**src/rtl/rd_out_pkg.sv**
```systemverilog
package rd_out_pkg;

    typedef enum logic [1:0] {
        OP_IDLE  = 2'b00,
        OP_READ  = 2'b01,
        OP_WRITE = 2'b10,
        OP_NOP   = 2'b11
    } cyc_op_e;

    typedef enum logic {
        LINK_QUIET   = 1'b0,
        LINK_RD_PEND = 1'b1
    } link_st_e;

    typedef struct packed {
        logic pipe;
        logic single_desel;
    } mode_t;

endpackage

```
**src/rtl/ros_mode_latch.sv**
```systemverilog
module ros_mode_latch
    import rd_out_pkg::*;
(
    input  logic  clk,
    input  logic  rst_n,
    input  logic  lat_sel_i,
    input  logic  desel_sel_i,
    output mode_t mode_o
);

    mode_t mode_q;

    always_ff @(posedge clk) begin
        if (!rst_n) begin
            mode_q.pipe         <= lat_sel_i;
            mode_q.single_desel <= desel_sel_i;
        end
    end

    assign mode_o = mode_q;

    // outside reset the captured mode never moves
    p_mode_frozen_r2: assert property (@(posedge clk) disable iff (!rst_n)
        $past(rst_n) |-> $stable(mode_q));

endmodule

```
**src/rtl/ros_data_stage.sv**
```systemverilog
module ros_data_stage
    import rd_out_pkg::*;
#(
    parameter int DATA_W = 32
) (
    input  logic              clk,
    input  logic              rst_n,
    input  mode_t             mode_i,
    input  logic [1:0]        op_i,
    input  logic [DATA_W-1:0] arr_data_i,
    output logic [DATA_W-1:0] dout_o
);

    logic [DATA_W-1:0] word_q;
    logic              is_rd;

    assign is_rd = (op_i == OP_READ);

    always_ff @(posedge clk or negedge rst_n) begin
        if (!rst_n) begin
            word_q <= '0;
        end else if (is_rd) begin
            word_q <= arr_data_i;
        end
    end

    generate
        if (DATA_W > 0) begin : g_out_mux
            always_comb begin
                if (!mode_i.pipe && is_rd) begin
                    dout_o = arr_data_i;
                end else begin
                    dout_o = word_q;
                end
            end
        end
    endgenerate

    // registered mode shows the word of the previous read cycle
    p_pipe_word_r4: assert property (@(posedge clk) disable iff (!rst_n)
        ($past(rst_n) && mode_i.pipe && $past(op_i == OP_READ))
            |-> (dout_o == $past(arr_data_i)));

endmodule

```
**src/rtl/ros_drive_ctl.sv**
```systemverilog
module ros_drive_ctl
    import rd_out_pkg::*;
(
    input  logic       clk,
    input  logic       rst_n,
    input  mode_t      mode_i,
    input  logic [1:0] op_i,
    input  logic       oe_n_i,
    output logic       drive_en_o
);

    link_st_e st_q;
    link_st_e st_d;
    logic     is_rd;
    logic     is_des;
    logic     drv_raw;

    assign is_rd  = (op_i == OP_READ);
    assign is_des = (op_i == OP_IDLE) || (op_i == OP_NOP);

    always_comb begin
        st_d = is_rd ? LINK_RD_PEND : LINK_QUIET;
    end

    always_ff @(posedge clk or negedge rst_n) begin
        if (!rst_n) begin
            st_q <= LINK_QUIET;
        end else begin
            st_q <= st_d;
        end
    end

    always_comb begin
        drv_raw = 1'b0;
        unique case (st_q)
            LINK_QUIET:   drv_raw = !mode_i.pipe && is_rd;
            LINK_RD_PEND: drv_raw = is_rd || (is_des && !mode_i.single_desel);
            default:      drv_raw = 1'b0;
        endcase
    end

    assign drive_en_o = drv_raw && !oe_n_i;

    // a write cycle never drives
    p_write_hiz_r5: assert property (@(posedge clk) disable iff (!rst_n)
        (op_i == OP_WRITE) |-> !drive_en_o);

    // single-cycle deselect drives only on reads
    p_scd_cut_r6: assert property (@(posedge clk) disable iff (!rst_n)
        (mode_i.single_desel && op_i != OP_READ) |-> !drive_en_o);

    // dual-cycle deselect holds the drivers one cycle after a read
    p_dcd_hold_r7: assert property (@(posedge clk) disable iff (!rst_n)
        ($past(rst_n) && !mode_i.single_desel && $past(op_i == OP_READ)
         && (op_i == OP_IDLE) && !oe_n_i) |-> drive_en_o);

    // a high enable wins at any time
    always_comb begin
        if (rst_n && oe_n_i) begin
            p_oe_gate_r8: assert (!drive_en_o);
        end
    end

endmodule

```
**src/rtl/rd_out_stage.sv**
```systemverilog
module rd_out_stage
    import rd_out_pkg::*;
#(
    parameter int DATA_W = 32
) (
    input  logic              clk,
    input  logic              rst_n,
    input  logic              lat_sel_i,
    input  logic              desel_sel_i,
    input  logic [1:0]        op_i,
    input  logic [DATA_W-1:0] arr_data_i,
    input  logic              oe_n_i,
    output logic [DATA_W-1:0] dout_o,
    output logic              drive_en_o
);

    mode_t mode;

    ros_mode_latch u_mode (
        .clk         (clk),
        .rst_n       (rst_n),
        .lat_sel_i   (lat_sel_i),
        .desel_sel_i (desel_sel_i),
        .mode_o      (mode)
    );

    ros_data_stage #(.DATA_W(DATA_W)) u_data (
        .clk        (clk),
        .rst_n      (rst_n),
        .mode_i     (mode),
        .op_i       (op_i),
        .arr_data_i (arr_data_i),
        .dout_o     (dout_o)
    );

    ros_drive_ctl u_drive (
        .clk        (clk),
        .rst_n      (rst_n),
        .mode_i     (mode),
        .op_i       (op_i),
        .oe_n_i     (oe_n_i),
        .drive_en_o (drive_en_o)
    );

    // pass-through read drives the array word in the same cycle
    p_flow_pass_r3: assert property (@(posedge clk) disable iff (!rst_n)
        (!mode.pipe && op_i == OP_READ && !oe_n_i)
            |-> (drive_en_o && dout_o == arr_data_i));

endmodule

```
**config.mk**
```make
export PLATFORM = sky130hd
export DESIGN_NAME = rd_out_stage
export DESIGN_NICKNAME = d
export VERILOG_FILES = /design/src/rtl/rd_out_pkg.sv /design/src/rtl/ros_mode_latch.sv /design/src/rtl/ros_data_stage.sv /design/src/rtl/ros_drive_ctl.sv /design/src/rtl/rd_out_stage.sv
export SDC_FILE = /design/constraint.sdc
export NUM_CORES = 1
export LEC_CHECK = 0
export CORE_MARGIN = 2
export CORE_UTILIZATION = 43
export DETAILED_ROUTE_END_ITERATION = 12
export PLACE_DENSITY = 0.79
export SKIP_LAST_GASP = 1
export SLEW_MARGIN = 10
export SYNTH_ARGS = -nofsm -noshare
export SYNTH_HDL_FRONTEND = slang
export SYNTH_SLANG_ARGS = --single-unit
```
**constraint.sdc**
```tcl
create_clock -name clk -period 3.36 [get_ports clk]
set_input_delay 1.008 -clock clk [delete_from_list [all_inputs] [get_ports clk]]
set_output_delay 1.008 -clock clk [all_outputs]
set_load 0.05 [all_outputs]
```
Word-level counts from Yosys, hierarchy flattened:

Cells that the tools add are included.

* logic and storage cells: 19
* flip-flop bits (word level): 35
* input bits: 39
* output and inout port bits: 33

* multiplexer cells: 3
* equality and inequality tests: 2
* bitwise gates (word level): 1
* reductions and logical operators: 9

Operators with widths (count)
* $mux 32: 1
* $logic_and 1x1->1: 3
* $logic_not 1->1: 3
* $eq 2x1->1 const B: 1
* $eq 2x2->1 const B: 1
* $logic_not 2->1: 1
* $logic_or 1x1->1: 2
* $pmux 1 s2: 1
* $mux 1: 1
* $not 1->1: 1

Depth between registers and ports, before layout:

* depth after elaboration: 6
* depth in mapped cells: 7
* depth with buffers taken out: 4

Cells and area by module:

From an unflattened synthesis, not the netlist that was laid out.

* cell total of the unflattened synthesis: 115
* area total of the unflattened synthesis: 1785.5 µm²

By module, submodules not included
* ros_data_stage: cells each 105, area each 1651.6 µm², instances 1, sequential area each 800.8 µm²
* ros_drive_ctl: cells each 7, area each 70.1 µm², instances 1, sequential area each 25.0 µm²
* ros_mode_latch: cells each 3, area each 63.8 µm², instances 1, sequential area each 60.1 µm²

Worst setup path after synthesis:

Ideal clock, no wire load.

* kind: input port to output port
* start point: input port op_i[1]
* end point: output port drive_en_o
* path buffers: 1
* setup slack: -0.107 ns
* cell stages on the path: 5
* arrival time: 2.459 ns
* required time: 2.352 ns
* cells stage by stage: inv_1 -> ha_1 -> buf_4 -> nand2b_1 -> o21ai_0

* elaborated cells on any way between the ends: 9
* those cells by class: eq/ne (2); mux (1); reduce/logical (6)

RTL lines
* start: declaration: RTL line rd_out_stage.sv:10 `input logic [1:0] op_i,`
* $eq 2x1->1 (*)
* net u_data.is_rd: RTL line ros_data_stage.sv:15 `logic is_rd;`
* $logic_or 1x1->1 / $logic_and 1x1->1 (equally long branches): RTL line ros_drive_ctl.sv:37, ros_drive_ctl.sv:36
* $pmux 1 s2 (*): RTL line ros_drive_ctl.sv:35 `unique case (st_q)`
* $logic_and 1x1->1 (*): RTL line ros_drive_ctl.sv:42 `assign drive_en_o = drv_raw && !oe_n_i;`
* end: declaration: RTL line rd_out_stage.sv:14 `output logic drive_en_o`

The timed path passes the listed nets; every way through them passes the cells marked *.

Worst setup path after layout:

* start point: input port op_i[1]
* end point: output port dout_o[24]

* cells in the longest elaborated chain, start to end: 3

RTL lines
* $eq 2x1->1: RTL line ros_data_stage.sv:17 `assign is_rd = (op_i == OP_READ);`
* net u_data.is_rd: RTL line ros_data_stage.sv:15
* $logic_and 1x1->1: RTL line ros_data_stage.sv:30 `if (!mode_i.pipe && is_rd) begin`
* $mux 32: RTL line ros_data_stage.sv:30
* end: declaration: RTL line rd_out_stage.sv:13 `output logic [DATA_W-1:0] dout_o,`

The timed path passes the listed nets, and every way through them passes these cells.

==> impl_metrics.py <==
metrics = {
    "yosys": {
        "yosys-top-cells-area": "dfrtp_1, mux2_4, mux2_2",
        "synth_top_cells_by_count": "mux2_2, dfrtp_1, mux2_4, buf_6, buf_2",
        "synth_warnings": 0,
        "synth_ff_type": "dfrtp_1",
        "syn-num-nets": 155,
        "synth.top_cell.area_share": 0.448,
        "yosysSeqAreaShare": 0.480,
        "yosys.cell_types.count": 14,
        "synth_area_sq_um": 1840,
        "avgSynthCellArea_sq_um": 16.0,
        "synth_most_common_cell": "mux2_2",
        "async_flop_share": 0.943,
        "yosysTopAreaCell": "dfrtp_1",
        "syn_inst": 115,
        "synth-edff-count": 2,
        "synth-seq-cells": 35,
    },
    "place": {
        "dp_hpwl_um": 2760,
        "place_area_sq_um": 2580,
        "routabilityCongestion": 0.703,
        "io_buffers": 71,
        "dp.cells": 235,
    },
    "sta": {
        "period_minus_slack_ns": 3.29,
        "clock_skew_ns": 0,
        "hold_viol": 0,
        "worstMarginPinSlew_ns": 0.430,
        "max_freq_mhz": 304,
        "period_share": 0.979,
        "hold_ws_ns": 0.509,
        "finalSetupViolCount": 0,
        "rsz0062_at_grt": "no",
        "max-slew-margin-rel": 0.713,
        "slew_viol_final": 0,
    },
    "setup_path": {
        "cp_slowest_stage_delay_ns": 0.30,
        "arrival_ns": 2.28,
        "ff2ff_setup_slack_ns": 2.58,
        "critical-path-slowest-cell": "mux2_4",
        "critPathLaunch": "op_i[1]",
        "path_max_fanout": 14,
        "required_ns": 2.35,
        "path_class": "in2out",
        "cp-start-kind": "input port",
        "cp-end-kind": "output port",
        "r2r_start": "u_data.word_q[9]$_DFFE_PN0N_",
        "path_cells": "dlygate4sd2_1 > inv_1 > ha_2 > nand2b_4 > buf_12 > mux2_4 > buf_4",
    },
    "cts": {
        "clock_path_buffers": 2,
        "clkLatencyLatePin_ns": 0.29,
        "cts-root-buf": "clkbuf_8",
        "cts.clk_slew.worst_paths_ns": 0.06,
        "clkSinkCount": 35,
        "ctsHoldBuffers": 0,
        "cts-buffers-inserted": 5,
        "cts_tree": "built",
        "h-tree-depth": 2,
    },
    "floorplanning": {
        "dieHeight_um": 69.5,
        "die-area_sq_um": 4830,
        "die_x_um": 69.5,
        "start_util": 0.455,
        "io_pins": 72,
        "coreArea_sq_um": 4060,
        "rows": 23,
    },
    "cells_and_area": {
        "fin_nets": 233,
        "final-instance-count-excl-fill": 244,
        "antenna_cells": 0,
        "multi_input_area_sq_um": 898,
        "drive_gt1_frac": 0.588,
        "seq_area_sq_um": 886,
        "area_growth_pct": 50.1,
        "final_cell_area_sq_um": 2770,
        "n_fill_cell": 279,
    },
    "route": {
        "dr_wl_met3_um": 258,
        "vias_per_cell": 4.91,
        "maxUsedRoutingLayer": "met4",
        "drc": 0,
        "num_vias": 1199,
        "m1WireLength_um": 1500,
        "drt-total-wl_um": 3810,
        "wl_per_cell_um": 15.6,
        "drt_iter0_drc": 46,
        "wl_met2_um": 1960,
        "firstDrtPassIters": 2,
        "antenna_left": 0,
    },
    "job": {
        "maxCapViolCount": 0,
    },
    "global_route": {
        "grt_use_total": 0.170,
        "antenna_found_initial": 0,
        "overflow": 0,
        "grt_pass1_wl_um": 6250,
        "grt_pass1_vias": 1360,
        "grt_start_max_net_pins": 34,
    },
    "worst_hold_path": {
        "hold_start": "u_data.word_q[30]$_DFFE_PN0N_",
        "hold_class": "reg2reg",
    },
    "power": {
        "leakage_nw": 1.30,
        "powerDensity_nw_per_um2": 514,
        "irDropWorstVdd_mv": 0.324,
    },
    "outcome": {
        "status": "finished, final reports clean",
    },
}
==> worst paths after layout <==
path	to	depth (start not counted)
hold reg to reg	u_data.word_q[30]$_DFFE_PN0N_	1
setup reg to reg	u_data.word_q[9]$_DFFE_PN0N_	1
max in group asynchronous	u_data.word_q[9]$_DFFE_PN0N_	2
setup / recovery	dout_o[24]	7
min in group asynchronous	u_drive.st_q$_DFF_PN0_	2
hold / removal	u_data.word_q[30]$_DFFE_PN0N_	1
==> layout by cell type (no fill, tap or decap), drive strengths merged <==
cell type,instances
mux2,64
buf,41
clkdlybuf4s50,36
dfrtp,33
clkbuf,7
inv,2
dlygate4sd2,2
edfxtp,2
nand2b,2
nor2b,1
or4bb,1
o21ai,1
ha,1
clkinv,1
==> registers in the layout (all words and copies together), names as in the netlist <==
register       flops
u_data.word_q     32
u_drive.st_q       1
u_mode.mode_o      2
==> metrics by stage <==
stage	utilization	setup WS [ns]	TNS (ns)	total power [mW]
floorplan	-	0.204	0	0.925
global placement	0.636	-0.191	-5.77	1.10
detailed placement	0.636	-0.200	-6.03	1.11
CTS	0.691	0.0130	0	1.44
global route	0.682	0.0217	0	1.49
finish	0.682	0.0720	0	1.42
==> report_power, final <==
part | internal [mW] | switching (mW) | total [mW]
clock | 0.145 | 0.143 | 0.288
combinational | 0.292 | 0.328 | 0.621
sequential | 0.485 | 0.0305 | 0.515
==> final cells by class <==
class / count / area share
tap: 50 / 0.0226
multi-input combinational: 70 / 0.325
timing repair buffer: 79 / 0.301
inverter: 2 / 0.00271
sequential: 35 / 0.320
clock inverter: 1 / 0.00181
clock buffer: 7 / 0.0276
==> critical path: cells and delay by family <==
kind / cells / cell delay [ns]
adders and majority gates: 1 / 0.20
buffers and inverters: 4 / 0.65
muxes: 1 / 0.30
and+or+nand+nor: 1 / 0.11
==> logic make-up (layout without fill, tap and decap cells) <==
logic type / Yosys count / in the layout / synth area share
compound gates: 1 / 1 / 0.00271
flops: 35 / 35 / 0.480
fa+ha+maj: 1 / 1 / 0.00678
mux: 64 / 64 / 0.452
buf+inv: 10 / 89 / 0.0407
simple gates: 4 / 4 / 0.0176
==> what timing repair did <==
| action | in CTS | in global routing |
|---|---|---|
| pin swaps | 1 | 0 |
| resized for setup | 24 | 3 |
| gates cloned | 1 | 0 |
| endpoints found under the setup margin | 33 | 14 |
| buffers inserted | 3 | 0 |
==> routing by layer <==
metal | track usage | vias to the layer above
met1 | 0.185 | 586
li1 | - | 565
met4 | 0.105 | 0
met3 | 0.0552 | 7
met5 | 0 | -
met2 | 0.285 | 41
Power figures use the tool's default switching activity.
